--- src/rtl/ctl_state_pkg.sv ---
package ctl_state_pkg;

    localparam int CMD_W      = 16;
    localparam int STAT_W     = 16;
    localparam int NUM_HW_ERR = 5;
    localparam int NUM_CELLS  = 7;
    localparam int NUM_ERR    = 6;
    localparam int BUSY_POS   = 13;
    localparam int EN_CLR_POS = 0;
    localparam int EN_SET_POS = 1;

    // Cell index order: 0 tx overflow, 1 rx overflow, 2 abort,
    // 3 tx underflow, 4 rx underflow, 5 mode error, 6 master select.
    typedef enum logic [1:0] {
        MODE_CFG   = 2'd0,
        MODE_RUN   = 2'd1,
        MODE_DRAIN = 2'd2
    } mode_e;

    function automatic int cell_clr_pos(input int k);
        case (k)
            0: return 8;
            1: return 9;
            2: return 10;
            3: return 11;
            4: return 4;
            5: return 6;
            default: return 2;
        endcase
    endfunction

    function automatic int cell_set_pos(input int k);
        case (k)
            0: return 12;
            1: return 13;
            2: return 14;
            3: return 15;
            4: return 5;
            5: return 7;
            default: return 3;
        endcase
    endfunction

    function automatic int cell_stat_pos(input int k);
        case (k)
            0: return 8;
            1: return 9;
            2: return 10;
            3: return 11;
            4: return 12;
            5: return 7;
            default: return 1;
        endcase
    endfunction

endpackage

--- src/rtl/ctl_cmd_decode.sv ---
module ctl_cmd_decode
    import ctl_state_pkg::*;
(
    input  logic                 we_i,
    input  logic [CMD_W-1:0]     word_i,
    output logic [NUM_CELLS-1:0] cell_set_o,
    output logic [NUM_CELLS-1:0] cell_clr_o,
    output logic                 en_set_o,
    output logic                 en_clr_o
);

    for (genvar k = 0; k < NUM_CELLS; k++) begin : g_cell
        localparam int SP = cell_set_pos(k);
        localparam int CP = cell_clr_pos(k);
        assign cell_set_o[k] = we_i & word_i[SP];
        assign cell_clr_o[k] = we_i & word_i[CP];
    end

    assign en_set_o = we_i & word_i[EN_SET_POS];
    assign en_clr_o = we_i & word_i[EN_CLR_POS];

endmodule

--- src/rtl/ctl_flag_cell.sv ---
module ctl_flag_cell (
    input  logic clk,
    input  logic rst_n,
    input  logic set_i,
    input  logic clr_i,
    input  logic hw_i,
    output logic q_o
);

    logic q_nxt;

    always_comb begin
        q_nxt = q_o;
        if (hw_i)
            q_nxt = 1'b1;
        else if (set_i && !clr_i)
            q_nxt = 1'b1;
        else if (clr_i && !set_i)
            q_nxt = 1'b0;
    end

    always_ff @(posedge clk or negedge rst_n) begin
        if (!rst_n)
            q_o <= 1'b0;
        else
            q_o <= q_nxt;
    end

endmodule

--- src/rtl/ctl_mode_fsm.sv ---
module ctl_mode_fsm
    import ctl_state_pkg::*;
(
    input  logic clk,
    input  logic rst_n,
    input  logic en_set_i,
    input  logic en_clr_i,
    input  logic busy_i,
    output logic enable_o
);

    mode_e state_q, state_d;
    logic  go_run, go_cfg;

    assign go_run = en_set_i & ~en_clr_i;
    assign go_cfg = en_clr_i & ~en_set_i;

    always_ff @(posedge clk or negedge rst_n) begin
        if (!rst_n)
            state_q <= MODE_CFG;
        else
            state_q <= state_d;
    end

    always_comb begin
        state_d = state_q;
        unique case (state_q)
            MODE_CFG: begin
                if (go_run)
                    state_d = MODE_RUN;
            end
            MODE_RUN: begin
                if (go_cfg)
                    state_d = busy_i ? MODE_DRAIN : MODE_CFG;
            end
            MODE_DRAIN: begin
                if (go_run)
                    state_d = MODE_RUN;
                else if (!busy_i)
                    state_d = MODE_CFG;
            end
            default: state_d = MODE_CFG;
        endcase
    end

    always_comb begin
        unique case (state_q)
            MODE_CFG:   enable_o = 1'b0;
            MODE_RUN:   enable_o = 1'b1;
            MODE_DRAIN: enable_o = 1'b1;
            default:    enable_o = 1'b0;
        endcase
    end

endmodule

--- src/rtl/ctl_state_reg.sv ---
module ctl_state_reg
    import ctl_state_pkg::*;
(
    input  logic              clk,
    input  logic              rst_n,
    input  logic              cmd_we,
    input  logic [15:0]       cmd_word,
    input  logic [4:0]        evt_pulse,
    input  logic [4:0]        err_chk_en,
    input  logic              busy_in,
    input  logic              irq_err_en,
    output logic [15:0]       status_word,
    output logic              run_mode,
    output logic              master_sel,
    output logic              err_irq
);

    logic [NUM_CELLS-1:0] cell_set, cell_clr, cell_hw, cell_q;
    logic                 en_set, en_clr, enable;

    ctl_cmd_decode u_dec (
        .we_i       (cmd_we),
        .word_i     (cmd_word),
        .cell_set_o (cell_set),
        .cell_clr_o (cell_clr),
        .en_set_o   (en_set),
        .en_clr_o   (en_clr)
    );

    ctl_mode_fsm u_fsm (
        .clk      (clk),
        .rst_n    (rst_n),
        .en_set_i (en_set),
        .en_clr_i (en_clr),
        .busy_i   (busy_in),
        .enable_o (enable)
    );

    for (genvar k = 0; k < NUM_CELLS; k++) begin : g_cells
        if (k < NUM_HW_ERR) begin : g_hw
            assign cell_hw[k] = evt_pulse[k] & err_chk_en[k];
        end else begin : g_sw
            assign cell_hw[k] = 1'b0;
        end
        ctl_flag_cell u_cell (
            .clk   (clk),
            .rst_n (rst_n),
            .set_i (cell_set[k]),
            .clr_i (cell_clr[k]),
            .hw_i  (cell_hw[k]),
            .q_o   (cell_q[k])
        );
    end

    always_comb begin
        status_word = '0;
        status_word[0] = enable;
        status_word[BUSY_POS] = busy_in;
        for (int k = 0; k < NUM_CELLS; k++)
            status_word[cell_stat_pos(k)] = cell_q[k];
    end

    assign run_mode   = enable;
    assign master_sel = cell_q[NUM_CELLS-1];
    assign err_irq    = irq_err_en & (|cell_q[NUM_ERR-1:0]);

endmodule

--- config.mk ---
export PLATFORM = sky130hd
export DESIGN_NAME = ctl_state_reg
export DESIGN_NICKNAME = d
export VERILOG_FILES = /design/src/rtl/ctl_state_pkg.sv /design/src/rtl/ctl_cmd_decode.sv /design/src/rtl/ctl_flag_cell.sv /design/src/rtl/ctl_mode_fsm.sv /design/src/rtl/ctl_state_reg.sv
export SDC_FILE = /design/constraint.sdc
export NUM_CORES = 1
export LEC_CHECK = 0
export BUFFER_PORTS_ARGS = -buffer_cell sky130_fd_sc_hd__buf_2
export CELL_PAD_IN_SITES_DETAIL_PLACEMENT = 1
export CELL_PAD_IN_SITES_GLOBAL_PLACEMENT = 2
export CORE_AREA = 2 2 63 59
export CTS_BUF_LIST = sky130_fd_sc_hd__clkbuf_8 sky130_fd_sc_hd__clkbuf_16
export CTS_CLUSTER_DIAMETER = 120
export CTS_CLUSTER_SIZE = 24
export DETAILED_ROUTE_END_ITERATION = 12
export DIE_AREA = 0 0 65 61
export PLACE_DENSITY = 0.82
export SYNTH_ARGS = -nofsm -noshare
export SYNTH_HDL_FRONTEND = slang
export SYNTH_SLANG_ARGS = --single-unit
--- constraint.sdc ---
create_clock -name clk -period 2.25 [get_ports clk]
set_clock_uncertainty 0.2 [all_clocks]
set_input_delay 0.225 -clock clk [delete_from_list [all_inputs] [get_ports clk]]
set_output_delay 0.225 -clock clk [all_outputs]
set_load 0.02 [all_outputs]
# Word level (Yosys, flattened, before mapping)
# Cells that the tools add are included.
[classes] eq_ne=5 n_mux=26 bitwise_logic=26 reduce_logical=39
[ops] operator="$and A1 B1 Y1" n=24
[ops] operator="$mux W1" n=20
[ops] operator="$reduce_bool A3 Y1" n=5
[ops] operator="$logic_and A1 B1 Y1" n=14
[ops] operator="$logic_not A1 Y1" n=14
[ops] operator="$mux W2" n=5
[ops] operator="$pmux W2 S3" n=1
[ops] operator="$reduce_or A6 Y1" n=1
[ops] operator="$ne A2 B1 Y1 const B" n=2
[ops] operator="$reduce_bool A2 Y1" n=2
[ops] operator="$ne A3 B2 Y1 const B" n=1
[ops] operator="$reduce_and A3 Y1" n=1
[ops] operator="$eq A2 B1 Y1 const B" n=1
[ops] operator="$eq A2 B2 Y1 const B" n=1
[ops] operator="$logic_not A2 Y1" n=1
[ops] operator="$not A1 Y1" n=2
[ops] operator="$reduce_or A2 Y1" n=1
[word_totals] ff_bits=9 output_inout_bits=19 wordCells=104

# Longest topological paths before layout
[depth] ltp_word=6 ltp_mapped=5

# Hierarchy
# A second synthesis with hierarchy kept.
[unflattened] cells_unflattened=88 area_unflattened_um2=770.7
[by_module_without_submodules] module="ctl_flag_cell" instances=7 cells_each=5 area_per_inst_um2=47.5
[by_module_without_submodules] module="ctl_mode_fsm" instances=1 cells_each=18 area_per_inst_um2=185.2
[by_module_without_submodules] module="ctl_cmd_decode" instances=1 cells_each=17 area_per_inst_um2=126.4
[by_module_without_submodules] module="ctl_state_reg" instances=1 cells_each=18 area_per_inst_um2=126.4

# Least setup slack after synthesis
# OpenSTA, ideal clock, no wires.
[synth_path] path_kind="reg-to-output" start="reg g_cells[1].u_cell.q_o" end="out err_irq" t_arrival_ns=1.186 required_ns=1.825 path_slack_ns=0.639 path_stages_with_launch=3 path_buffers=0 path_cell_list="dfrtp_1 -> or4_1 -> o31a_1"
[synth_via] elab_chain_len=2
[synth_lines] element="start, declared" line_no="ctl_flag_cell.sv:7" text="output logic q_o"
[synth_lines] element="start signal, assigned" line_no="ctl_flag_cell.sv:26" text="q_o <= q_nxt;"
[synth_lines] element="$reduce_or A6 Y1" line_no="ctl_state_reg.sv:65" text="assign err_irq = irq_err_en & (|cell_q[NUM_ERR-1:0]);"
[synth_lines] element="$and A1 B1 Y1" line_no="ctl_state_reg.sv:65"
[synth_lines] element="end, declared" line_no="ctl_state_reg.sv:15" text="output logic err_irq"
# No other way between the ends.

# Worst setup path after layout
# Same ends and word-level chain as after synthesis.

==> reports/metrics.csv <==
stage;metric;value;unit
floorplanning;Initial Util;23.4;%
global_routing;largest net degree at the start of global routing;17;
sta;Slew Viols, Final;0;
cts;H-tree Lvls;1;
power;Pleak;0.525;nW
setup_path;R2R Path Start;u_fsm.state_q[0];
cts;# clock sinks;9;
cts;clock-pin slew on the worst setup and hold paths;0.04;ns
floorplanning;I/O pin count;50;
logic_synthesis;Yosys cell types;21;
sta;number of setup violations in the final report;0;
power;Cell Pwr Density;758;nW/um^2
setup_path;crit path capture type;output pin;
place;Final HPWL DP;1520;um
sta;post-layout minimum cycle time;2.00;ns
drt;Remaining DRCs;0;
drt;WL/cell;11.4;um
setup_path;r2r setup slk;0.71;ns
setup_path;Buf+Inv Stages, Crit Path;1;
sta;fmax;501;MHz
drt;Pre-antenna DRT Iters;2;
hold_path;hold path depth;2;
setup_path;Req. time, crit path;1.82;ns
floorplanning;chip width;65;um
global_routing;GRT met2 Usage;18.7;%
drt;via count;664;
cts;Setup Buffers After CTS;0;
floorplanning;die area;3970;sq um
logic_synthesis;Syn Area/Cell;9.83;sq um
logic_synthesis;Mapped Area;767;sq um
logic_synthesis;Synth area leader;dfrtp_1;
sta;fin crit share;88.7;%
global_routing;antenna violations before repair;0;
hold_path;Hold Path Origin;err_chk_en[4];
setup_path;worst setup path start;g_cells[1].u_cell.q_o;
floorplanning;die height;61;um
global_routing;Global Route Usage Sum;10.2;%
global_routing;met1 Track Usage GR;11.6;%
run_status;status;complete, no violations;
logic_synthesis;synthesized instance count;78;
sta;final-report hold violation count;0;
hold_path;hold endpoint;g_cells[4].u_cell.q_o;
power;Power Total;747;uW
global_routing;vias in the first global route;701;
cts;CTS tree;yes;
cells_and_area;fillcell total;402;
place;Port Buffer Count;42;
cts;hold_buf cts;1;
cells_and_area;fin cells;158;
global_routing;first-pass GRT wire length;3040;um
place;global placement routability congestion;0.646;
hold_path;worst min path class;primary input to flip-flop;
logic_synthesis;flops & latches, synth;9;
setup_path;worst r2r path cells;5;
floorplanning;FP Rows;20;
cells_and_area;diode count;0;
cts;Clock Latency Late Sink;0.22;ns
setup_path;startpoint types;flip-flop;
setup_path;Critical-path top delay cell;or4_1;
setup_path;critical path depth;3;
setup_path;reg2reg end;u_fsm.state_q[0];
sta;unrepaired setup endpoints after global routing;no;
setup_path;critical path's top delay family;simple AND/OR/NAND/NOR gates;
cells_and_area;Area growth syn-to-layout;28.5;%
place;pre-CTS setup slack;0.494;ns
cts;Num CTS Buffers;3;
drt;DR vias/cell;4.20;
setup_path;CP Cell Sequence;or4_1 > o31a_1 > buf_2;
place;placed cell count;153;
drt;1st-iter DRT viols;2;
cells_and_area;Final nets;157;
setup_path;max incr delay on CP;0.53;ns
job;max-cap viol count;0;
cells_and_area;final core utilization;30.1;%
cts;CTS-repair resized insts;0;
cts;CTS Root Cell;clkbuf_8;
logic_synthesis;sequential area share after synthesis;29.4;%
power;worst vdd ir;0.273;mV
drt;ANT nets after route;0;
sta;setup ws final;0.255;ns
global_routing;met3 usage;3.34;%
cells_and_area;proportion of layout cells with a drive suffix above 1;43.0;%
setup_path;Worst Path Class, Setup;flip-flop to output pin;
setup_path;Worst Path Max Fanout;3;
sta;setup_tns;0;ns
logic_synthesis;Yosys top cell area share;29.4;%
logic_synthesis;top cells by area, synth;dfrtp_1, ha_1, buf_4;
cts;clock buffer depth;2;
logic_synthesis;yosys warns;0;
drt;WL final;1800;um
floorplanning;Core Footprint;3280;sq um
global_routing;remaining global-route overflow;0;
setup_path;critical path data arrival time;1.57;ns
global_routing;busiest grt layer;met2;
==> Yosys cell counts (all sizes together) <==
cell	number
o31a	1
conb	1
buf	16
mux2i	2
dfrtp	9
and2	7
nor2b	6
a21oi	1
a31oi	1
ha	11
or4	1
nand3b	1
nand2	7
a2bb2oi	1
mux2	2
clkbuf	1
a221o	5
and3b	1
nand3	1
inv	3
==> cells in the final DEF (no fill, tap or decap) <==
cell,count
or4_1,1
a221o_2,1
dfrtp_1,9
a2bb2oi_2,1
inv_1,4
buf_2,42
conb_1,7
a21oi_1,1
clkbuf_8,3
a31oi_1,1
nand3b_1,1
mux2_2,2
nor2b_1,6
mux2i_1,2
o31a_1,1
nand3_1,1
ha_1,11
and3b_1,1
dlygate4sd3_1,1
and2_1,7
nand2_1,7
a221o_1,4
==> cell families after synthesis <==
group           count (synthesis)  share of synthesized area, %
buf+inv                        20                          17.6
compound gates                  9                          11.3
other cells                     1                         0.489
mux                             4                          5.55
simple gates                   24                          17.8
fa+ha+maj                      11                          17.9
flops                           9                          29.4
==> metal layers <==
layer / part of all wire (%) / wire, um
met3: 8.4 / 151
met5: 0 / 0
met4: 0 / 0
met1: 39 / 711
met2: 52 / 938
==> worst max-delay path by stage <==
stage,slack [ns],to
floorplan,0.64,err_irq
global placement,0.54,err_irq
detailed placement,0.49,err_irq
CTS,0.23,err_irq
global route,0.20,err_irq
finish,0.25,err_irq
==> per-stage QoR <==
stage / area [sq um] / hold slack (ns)
final: 986 / 0.0317
after global routing: 986 / 0.0280
after CTS: 986 / 0.0271
after detailed placement: 931 / -0.110
after global placement: 931 / -0.111
after floorplan: 790 / -0.271
==> final cells by class <==
type | count | area (sq um) | share of cell area, %
Clock buffer | 3 | 41.3 | 4.19
Inverter | 3 | 11.3 | 1.14
Tap cell | 44 | 55.1 | 5.58
Sequential cell | 9 | 225 | 22.8
Timing Repair Buffer | 43 | 220 | 22.3
Multi-Input combinational cell | 55 | 429 | 43.5
Clock inverter | 1 | 3.75 | 0.381
==> where the power goes <==
part / internal (mW) / total [mW] / switching (mW)
clock network: 0.118 / 0.176 / 0.0577
registers: 0.197 / 0.225 / 0.0280
logic: 0.149 / 0.346 / 0.197
total: 0.465 / 0.747 / 0.283
==> state kept, by name (all words and copies together), names as in the netlist <==
| signal | flops |
|---|---|
| g_cells.u_cell.q_o | 7 |
| u_fsm.state_q | 2 |
(Power assumes the default switching activity.)
